## config.mk

```make
export PLATFORM = sky130hd
export DESIGN_NAME = adc_conv_timer
export DESIGN_NICKNAME = d
export VERILOG_FILES = /design/src/rtl/adc_conv_pkg.sv /design/src/rtl/adc_prescaler.sv /design/src/rtl/adc_limit_check.sv /design/src/rtl/adc_phase_seq.sv /design/src/rtl/adc_conv_timer.sv
export SDC_FILE = /design/constraint.sdc
export NUM_CORES = 1
export LEC_CHECK = 0
export CAP_MARGIN = 20
export CORE_AREA = 2 2 285 203
export DETAILED_ROUTE_END_ITERATION = 8
export DIE_AREA = 0 0 287 205
export HOLD_SLACK_MARGIN = 0.1
export PLACE_DENSITY = 0.58
export SYNTH_ARGS = -nofsm -noshare
export SYNTH_HDL_FRONTEND = slang
export SYNTH_SLANG_ARGS = --single-unit
export TNS_END_PERCENT = 20
```

## constraint.sdc

```tcl
create_clock -name clk_i -period 20.4 [get_ports clk_i]
set_input_delay 2.04 -clock clk_i [delete_from_list [all_inputs] [get_ports clk_i]]
set_output_delay 2.04 -clock clk_i [all_outputs]
set_load 0.1 [all_outputs]
```

## src/rtl/adc_conv_pkg.sv

```systemverilog
package adc_conv_pkg;
  typedef enum logic [1:0] {
    ST_IDLE,
    ST_SAMPLE,
    ST_CONV
  } seq_state_e;
endpackage

```

## src/rtl/adc_prescaler.sv

```systemverilog
module adc_prescaler #(
  parameter int DIV_W = 8
) (
  input  logic             clk_i,
  input  logic             rst_ni,
  input  logic             restart_i,
  input  logic [DIV_W-1:0] div_i,
  output logic             tick_o
);
  logic [DIV_W-1:0] cnt_q;

  // >= keeps the period bounded if div_i shrinks while idle
  assign tick_o = (cnt_q >= div_i);

  always_ff @(posedge clk_i or negedge rst_ni) begin
    if (!rst_ni)                cnt_q <= '0;
    else if (restart_i || tick_o) cnt_q <= '0;
    else                        cnt_q <= cnt_q + 1'b1;
  end
endmodule

```

## src/rtl/adc_limit_check.sv

```systemverilog
module adc_limit_check #(
  parameter int              DIV_W       = 8,
  parameter longint unsigned SYS_CLK_HZ  = 144_000_000,
  parameter longint unsigned MAX_CONV_HZ = 2_000_000,
  parameter longint unsigned MIN_WIN_NS  = 40_000
) (
  input  logic [DIV_W-1:0] clk_div_i,
  input  logic [DIV_W-1:0] rate_div_i,
  input  logic [DIV_W-1:0] samp_div_i,
  output logic             rate_err_o,
  output logic             window_err_o
);
  localparam logic [63:0] NS_PER_S = 64'd1_000_000_000;

  logic [63:0] d_p1, r_p1, win;

  always_comb begin
    d_p1 = 64'(clk_div_i) + 64'd1;
    r_p1 = 64'(rate_div_i) + 64'd1;
    win  = (r_p1 + 64'(samp_div_i)) << 1;
    // conv freq = SYS / (2*(r+1)*(d+1)); compare without division
    rate_err_o   = SYS_CLK_HZ > (MAX_CONV_HZ * 64'd2 * r_p1 * d_p1);
    // window ns = win*(d+1)*1e9 / SYS
    window_err_o = (win * d_p1 * NS_PER_S) < (MIN_WIN_NS * SYS_CLK_HZ);
  end
endmodule

```

## src/rtl/adc_phase_seq.sv

```systemverilog
module adc_phase_seq
  import adc_conv_pkg::*;
#(
  parameter int DIV_W    = 8,
  parameter int NUM_BITS = 13,
  parameter int IDX_W    = $clog2(NUM_BITS)
) (
  input  logic             clk_i,
  input  logic             rst_ni,
  input  logic             start_i,
  input  logic             tick_i,
  input  logic [DIV_W-1:0] rate_div_i,
  input  logic [DIV_W-1:0] samp_div_i,
  output logic             accept_o,
  output logic             busy_o,
  output logic             sample_o,
  output logic             conv_clk_o,
  output logic [IDX_W-1:0] bit_idx_o,
  output logic             done_o
);
  localparam int CNT_W = DIV_W + 2;
  localparam logic [IDX_W-1:0] TOP_IDX = IDX_W'(NUM_BITS - 1);

  seq_state_e       state_q;
  logic [CNT_W-1:0] cnt_q;
  logic [CNT_W-1:0] win_len;
  logic             cclk_q, done_q;
  logic [IDX_W-1:0] idx_q;

  assign win_len    = (CNT_W'(rate_div_i) + CNT_W'(samp_div_i) + CNT_W'(1)) << 1;
  assign accept_o   = start_i && (state_q == ST_IDLE);
  assign busy_o     = (state_q != ST_IDLE);
  assign sample_o   = (state_q == ST_SAMPLE);
  assign conv_clk_o = cclk_q;
  assign bit_idx_o  = idx_q;
  assign done_o     = done_q;

  always_ff @(posedge clk_i or negedge rst_ni) begin
    if (!rst_ni) begin
      state_q <= ST_IDLE;
      cnt_q   <= '0;
      cclk_q  <= 1'b0;
      idx_q   <= '0;
      done_q  <= 1'b0;
    end else begin
      done_q <= 1'b0;
      unique case (state_q)
        ST_IDLE: begin
          if (start_i) begin
            state_q <= ST_SAMPLE;
            cnt_q   <= '0;
          end
        end
        ST_SAMPLE: begin
          if (tick_i) begin
            if (cnt_q == win_len - CNT_W'(1)) begin
              state_q <= ST_CONV;
              cnt_q   <= '0;
              cclk_q  <= 1'b1;
              idx_q   <= TOP_IDX;
            end else begin
              cnt_q <= cnt_q + 1'b1;
            end
          end
        end
        ST_CONV: begin
          if (tick_i) begin
            if (cnt_q == CNT_W'(rate_div_i)) begin
              cnt_q <= '0;
              if (cclk_q) begin
                cclk_q <= 1'b0;
              end else if (idx_q == '0) begin
                // end of last low half: finish with clock held low
                state_q <= ST_IDLE;
                done_q  <= 1'b1;
              end else begin
                cclk_q <= 1'b1;
                idx_q  <= idx_q - 1'b1;
              end
            end else begin
              cnt_q <= cnt_q + 1'b1;
            end
          end
        end
        default: state_q <= ST_IDLE;
      endcase
    end
  end
endmodule

```

## src/rtl/adc_conv_timer.sv

```systemverilog
module adc_conv_timer #(
  parameter int              DIV_W       = 8,
  parameter int              NUM_BITS    = 13,
  parameter longint unsigned SYS_CLK_HZ  = 144_000_000,
  parameter longint unsigned MAX_CONV_HZ = 2_000_000,
  parameter longint unsigned MIN_WIN_NS  = 40_000,
  parameter int              IDX_W       = $clog2(NUM_BITS)
) (
  input  logic             clk_i,
  input  logic             rst_ni,
  input  logic             start_i,
  input  logic [DIV_W-1:0] clk_div_i,
  input  logic [DIV_W-1:0] rate_div_i,
  input  logic [DIV_W-1:0] samp_div_i,
  output logic             adc_tick_o,
  output logic             sample_o,
  output logic             conv_clk_o,
  output logic [IDX_W-1:0] bit_idx_o,
  output logic             busy_o,
  output logic             done_o,
  output logic             rate_err_o,
  output logic             window_err_o
);
  logic [DIV_W-1:0] clk_div_q, rate_div_q, samp_div_q;
  logic [DIV_W-1:0] clk_div_e, rate_div_e, samp_div_e;
  logic             accept;

  // live settings in idle, captured settings while busy
  assign clk_div_e  = busy_o ? clk_div_q  : clk_div_i;
  assign rate_div_e = busy_o ? rate_div_q : rate_div_i;
  assign samp_div_e = busy_o ? samp_div_q : samp_div_i;

  always_ff @(posedge clk_i or negedge rst_ni) begin
    if (!rst_ni) begin
      clk_div_q  <= '0;
      rate_div_q <= '0;
      samp_div_q <= '0;
    end else if (accept) begin
      clk_div_q  <= clk_div_i;
      rate_div_q <= rate_div_i;
      samp_div_q <= samp_div_i;
    end
  end

  adc_prescaler #(.DIV_W(DIV_W)) u_presc (
    .clk_i     (clk_i),
    .rst_ni    (rst_ni),
    .restart_i (accept),
    .div_i     (clk_div_e),
    .tick_o    (adc_tick_o)
  );

  adc_phase_seq #(.DIV_W(DIV_W), .NUM_BITS(NUM_BITS), .IDX_W(IDX_W)) u_seq (
    .clk_i      (clk_i),
    .rst_ni     (rst_ni),
    .start_i    (start_i),
    .tick_i     (adc_tick_o),
    .rate_div_i (rate_div_e),
    .samp_div_i (samp_div_e),
    .accept_o   (accept),
    .busy_o     (busy_o),
    .sample_o   (sample_o),
    .conv_clk_o (conv_clk_o),
    .bit_idx_o  (bit_idx_o),
    .done_o     (done_o)
  );

  adc_limit_check #(
    .DIV_W(DIV_W), .SYS_CLK_HZ(SYS_CLK_HZ),
    .MAX_CONV_HZ(MAX_CONV_HZ), .MIN_WIN_NS(MIN_WIN_NS)
  ) u_lim (
    .clk_div_i    (clk_div_e),
    .rate_div_i   (rate_div_e),
    .samp_div_i   (samp_div_e),
    .rate_err_o   (rate_err_o),
    .window_err_o (window_err_o)
  );
endmodule

```

# Word level (Yosys, flattened, before mapping)
# Cells that the tools add are included.
[word_totals] register_bits=50 output_inout_bits=11 wordCells=85
[op_classes] addsub=9 n_mul=4 n_lt_le_gt_ge=3 n_eq_ne=12 n_mux=37 n_reduce_logical=11
[ops] cell="$gt A28 B64 Y1 const A" n=1
[ops] cell="$lt A64 B43 Y1 const B" n=1
[ops] cell="$mul A14 B64 Y56 const A" n=1
[ops] cell="$mul A56 B64 Y56" n=1
[ops] cell="$mul A63 B64 Y63" n=1
[ops] cell="$add A63 B8 Y63" n=1
[ops] cell="$mul A63 B21 Y54 const B" n=1
[ops] cell="$mux W10" n=5
[ops] cell="$mux W8" n=4
[ops] cell="$pmux W10 S3" n=1
[ops] cell="$mux W4" n=6
[ops] cell="$add A8 B1 Y9 const B" n=2
[ops] cell="$mux W2" n=7
[ops] cell="$reduce_and A7 Y1" n=2
[ops] cell="$mux W1" n=11
[ops] cell="$add A10 B1 Y10 const B" n=1
[ops] cell="$eq A10 B10 Y1" n=1
[ops] cell="$eq A10 B8 Y1" n=1
[ops] cell="$sub A10 B1 Y10 const B" n=1
[ops] cell="$add A8 B8 Y9" n=1
[ops] cell="$add A9 B1 Y9 const B" n=1
[ops] cell="$add A8 B1 Y8 const B" n=1
[ops] cell="$ge A8 B8 Y1" n=1
[ops] cell="$ne A2 B1 Y1 const B" n=4
[ops] cell="other kinds (15)" n=19

# Logic depth before layout (Yosys ltp)
[logic_depth] word_depth=9 ltp_mapped=59

# Hierarchy
# Synthesis repeated with hierarchy kept, for this count alone.
[hier_totals] hier_cells=2687 area_unflattened_um2=23892.9
[by_module_without_submodules] mod="adc_limit_check" instances=1 cells_per_inst=2300 area_each_um2=19797.7 seq_area_each_um2=0.0
[by_module_without_submodules] mod="adc_phase_seq" instances=1 cells_per_inst=250 area_each_um2=2127.0 seq_area_each_um2=450.4
[by_module_without_submodules] mod="adc_conv_timer" instances=1 cells_per_inst=78 area_each_um2=1393.8 seq_area_each_um2=600.6
[by_module_without_submodules] mod="adc_prescaler" instances=1 cells_per_inst=59 area_each_um2=574.3 seq_area_each_um2=200.2

# Worst setup path after synthesis
# No wires, ideal clock.
[synth_timing] path_type="input port to output port" startpoint="input port rate_div_i[1]" endpoint="output port window_err_o" t_arrival_ps=17735 required_ps=18360 setup_slack_ps=625 stages=49 n_path_buf=0 cell_sequence="mux2i_1 inv_1 ha_1 xnor2_1 ha_1 a21o_1 a21oi_1 o21bai_1 a21oi_1 o21bai_1 a21oi_1 xor2_1 inv_1 nand2_1 fa_1 inv_1 fa_1 fa_1 (+13 left out) o21ai_0 fa_1 inv_1 fa_1 fa_1 fa_1 fa_1 ha_1 ha_1 a21o_1 a21oi_1 a21boi_0 o21bai_1 or3b_2 a21oi_1 mux2i_1 nand2_1 nor4b_1"
[synth_via] elab_chain_len=6
[synth_lines] item="from (decl)" line_no="adc_conv_timer.sv:13" rtl="input logic [DIV_W-1:0] rate_div_i,"
[synth_lines] item="$mux W8" line_no="adc_conv_timer.sv:30" rtl="assign rate_div_e = busy_o ? rate_div_q : rate_div_i;"
[synth_lines] item="$add A8 B1 Y9" line_no="adc_limit_check.sv:19" rtl="r_p1 = 64'(rate_div_i) + 64'd1;"
[synth_lines] item="$add A63 B8 Y63" line_no="adc_limit_check.sv:20" rtl="win = (r_p1 + 64'(samp_div_i)) << 1;"
[synth_lines] item="$mul A63 B64 Y63" line_no="adc_limit_check.sv:24" rtl="window_err_o = (win * d_p1 * NS_PER_S) < (MIN_WIN_NS * SYS_CLK_HZ);"
[synth_lines] item="$mul A63 B21 Y54" line_no="adc_limit_check.sv:24"
[synth_lines] item="$lt A64 B43 Y1" line_no="adc_limit_check.sv:24"
[synth_lines] item="to (decl)" line_no="adc_conv_timer.sv:22" rtl="output logic window_err_o"
# No other way between the ends.

# Final worst setup path
[layout_timing] startpoint="input port rate_div_i[0]" endpoint="output port window_err_o"
# The elaborated chain is that of the path after synthesis.

==> out/summary.log <==
qor: status.run_status finished clean
qor: place.post-dp-hpwl 54400 um
qor: clock_tree.clock_latency 0.29 ns
qor: timing.worstMarginPinSlew 1.06 ns
qor: critical_path.rr_endpoint u_seq.bit_idx_o[3]
qor: place.port-buffer-count 37
qor: critical_path.rr_startpoint u_seq.state_q[0]
qor: worst_hold_path.hold_end rate_div_q[2]
qor: worst_hold_path.min_from rate_div_q[2]
qor: clock_tree.clkSlewWorstSetupHoldPaths 0.06 ns
qor: synthesis.syn-num-nets 3684
qor: place.gp_congestion 0.978
qor: synthesis.synth_ff_type sky130_fd_sc_hd__dfrtp_1
qor: clock_tree.numClockSinks 50
qor: floorplan.initial_utilization 44.7%
qor: timing.min_period_over_period 94.6%
qor: floorplan.die_w 287 um
qor: timing.timing.clock.skew 0.00598 ns
qor: clock_tree.cts_root_buf sky130_fd_sc_hd__clkbuf_16
qor: timing.report.final.hold_viol_count 0
qor: critical_path.dominant_cell_type_by_count_on_the_critical_path sky130_fd_sc_hd__inv_1
qor: critical_path.timing.reg2reg.worst_path_depth 18
qor: critical_path.worst_setup_path_end_kind output pin
qor: synthesis.synth_seq_area_share 5.00%
qor: layout.utilization 47.6%
qor: layout.nNetsFinal 3711
qor: global_route.grt_pass1_wl 106000 um
qor: critical_path.critical_path_cell_with_the_highest_stage_delay sky130_fd_sc_hd__fa_1
qor: clock_tree.holdBufCountCts 0
qor: timing.timing.slew.headroom 29.3%
qor: synthesis.synth_seq_cells 50
qor: clock_tree.cts_tree built
qor: critical_path.cpPeakStageDelay 0.55 ns
qor: worst_hold_path.hold-path-cell-count 1
qor: detailed_routing.remaining_routing_drc_violations 0
qor: synthesis.share_of_async_settable_or_async_resettable_flops_after_synthesis 100%
qor: clock_tree.htree_levels 2
qor: critical_path.regToRegSetupSlack 14.42 ns
qor: synthesis.synth.yosys.warnings 0
qor: critical_path.worstSetupStartpointType input pin
qor: floorplan.area_inside_the_core_boundary 56100 um2
qor: critical_path.crit_type input pin to output pin
qor: detailed_routing.via_per_inst 5.29
qor: layout.antenna_cells 0
qor: critical_path.worst-path-max-fanout 11
qor: global_route.gr-usage-met1 38.4%
qor: floorplan.dieArea 58800 um2
qor: layout.layout-drive-gt1-share 4.13%
qor: layout.final_cell_mix 649 x sky130_fd_sc_hd__inv_1, 424 x sky130_fd_sc_hd__fa_1, 401 x sky130_fd_sc_hd__ha_1
qor: global_route.met2_usage 31.3%
qor: clock_tree.max-clock-path-buffers 2
qor: timing.report.final.slew_viol_count 0
qor: global_route.grt.met3_usage 1.55%
qor: synthesis.netlist-cell-type-count 80
qor: synthesis.synthesis.area 25000 um2
qor: global_route.groute.usage.overall 22.4%
qor: detailed_routing.drt.antenna.violating_nets 0
qor: global_route.grt_pass1_vias 19727
qor: detailed_routing.via_count 19106
qor: critical_path.worst_ep_arrival 17.25 ns
qor: global_route.initial_antenna_violation_count 0
qor: detailed_routing.initialDrtViolationCount 1346
qor: clock_tree.numCtsBuffers 5
qor: synthesis.mean_syn_cell_area 8.84 um2
qor: floorplan.io_pins 38
qor: run.cap_violations 0
qor: floorplan.fp.dieH 205 um
qor: layout.final_common_cell sky130_fd_sc_hd__inv_1
qor: floorplan.fp-row-count 73
qor: global_route.largest_net_degree_at_the_start_of_global_routing 51
qor: timing.setup_viol 0
qor: timing.final_period_minus_worst_setup_slack 19.29 ns
qor: detailed_routing.drt_first_pass_iters 6
qor: critical_path.cp.required 18.36 ns
qor: global_route.busiest_layer met1
qor: detailed_routing.wl_per_cell 17.3 um
qor: global_route.overflow 0
qor: synthesis.synth-edff-count 0
qor: detailed_routing.drt-total-wl 62500 um
qor: worst_hold_path.min-delay-path-class flop to flop
qor: synthesis.synthCells 2832
qor: timing.maxClockFrequency 51.8 MHz
qor: layout.syn_to_final_growth 6.55%
## final cells by class
| class | instances | area [um2] |
|---|---|---|
| Sequential cell | 50 | 1250 |
| Fill cell | 5430 | 29400 |
| Tap cell | 750 | 938 |
| Multi-Input combinational cell | 2080 | 21300 |
| Inverter | 650 | 2440 |
| Timing Repair Buffer | 72 | 636 |
| Clock inverter | 3 | 40.0 |
| Clock buffer | 5 | 125 |
## state kept, by name (all words and copies together), names as in the netlist
| name | flops |
|---|---|
| u_seq.state_q | 2 |
| rate_div_q | 8 |
| u_seq.done_o | 1 |
| u_seq.cnt_q | 10 |
| samp_div_q | 8 |
| u_seq.conv_clk_o | 1 |
| clk_div_q | 8 |
| u_seq.bit_idx_o | 4 |
| u_presc.cnt_q | 8 |
## critical path: cells and delay by family
family	cells	cell delay (ns)
AOI/OAI and AO/OA	18	4.31
muxes	1	0.42
adders and majority gates	13	5.79
xor gates and xnor gates	3	1.02
buffers and inverters	13	1.79
and+or+nand+nor	8	1.87
## worst max path at each step
stage	startpoint	to
6_report	rate_div_i[0]	window_err_o
5_1_grt	rate_div_i[0]	window_err_o
4_1_cts	rate_div_i[0]	window_err_o
3_5_place_dp	rate_div_i[0]	window_err_o
3_3_place_gp	rate_div_i[0]	window_err_o
2_1_floorplan	rate_div_i[1]	window_err_o
## layer usage
layer	share of wire [%]	vias to the layer above
met5	0	-
met4	0.21	0
met3	5.8	13
met2	39	525
met1	55	9520
li1	-	9048
## logic make-up (layout without fill, tap and decap cells)
family / Yosys count / after routing / synth area share [%]
adders and majority gates: 825 / 825 / 53.9
buffers and inverters: 702 / 730 / 10.6
and+or+nand+nor: 681 / 681 / 12.6
AOI/OAI and AO/OA: 348 / 348 / 9.43
xor gates and xnor gates: 166 / 166 / 5.89
muxes: 60 / 60 / 2.61
DFF: 50 / 50 / 5.00
## Yosys cell counts, types with 9 or more instances
library cell               number  area [um2]
sky130_fd_sc_hd__or3_1         10        62.6
sky130_fd_sc_hd__nand2b_1      22         138
sky130_fd_sc_hd__xnor2_1      106         928
sky130_fd_sc_hd__a211oi_1      15         113
sky130_fd_sc_hd__mux2_2        36         405
sky130_fd_sc_hd__nor4_1        10        62.6
sky130_fd_sc_hd__o21ai_0       49         245
sky130_fd_sc_hd__inv_1        649        2440
sky130_fd_sc_hd__fa_1         424        8490
sky130_fd_sc_hd__nor3_1        46         230
sky130_fd_sc_hd__a31oi_1       19         119
sky130_fd_sc_hd__nor2_1       159         597
sky130_fd_sc_hd__a21o_1        34         255
sky130_fd_sc_hd__a21oi_1       95         475
sky130_fd_sc_hd__ha_1         401        5020
sky130_fd_sc_hd__nand3_1       41         205
sky130_fd_sc_hd__dfrtp_1       50        1250
sky130_fd_sc_hd__or2_2          9        56.3
sky130_fd_sc_hd__xor2_1        58         508
sky130_fd_sc_hd__nand2_1      262         983
sky130_fd_sc_hd__o21bai_1      15         113
sky130_fd_sc_hd__o21a_1        17         128
sky130_fd_sc_hd__nand4_1       15        93.8
sky130_fd_sc_hd__mux2i_1       22         220
sky130_fd_sc_hd__and2_1        55         344
sky130_fd_sc_hd__and3_1        15        93.8
sky130_fd_sc_hd__nor2b_1       11        68.8
sky130_fd_sc_hd__clkbuf_1      46         173
## per-stage QoR
| step | worst slack [ns] | instance area [um2] | hold WS [ns] | cells | TNS, ns |
|---|---|---|---|---|---|
| after CTS | 0.924 | 26600 | 0.507 | 3607 | 0 |
| after global routing | -0.0162 | 26700 | 0.513 | 3610 | -0.0162 |
| after detailed placement | 0.990 | 26500 | 0.492 | 3599 | 0 |
| after floorplan | 0.625 | 25000 | 0.474 | 2832 | 0 |
| final | 1.11 | 26700 | 0.508 | 3610 | 0 |
| after global placement | 1.48 | 26500 | 0.483 | 3598 | 0 |
## repair_timing
item                                    CTS  global route
buffers inserted                          0             0
endpoints found under the setup margin    0             1
gates resized for setup                   0             3
hold endpoints to repair                  0             0
Power is left out: the tool's default activity adds up to more than one toggle a clock period on the data nets, which glitch-free logic cannot reach.
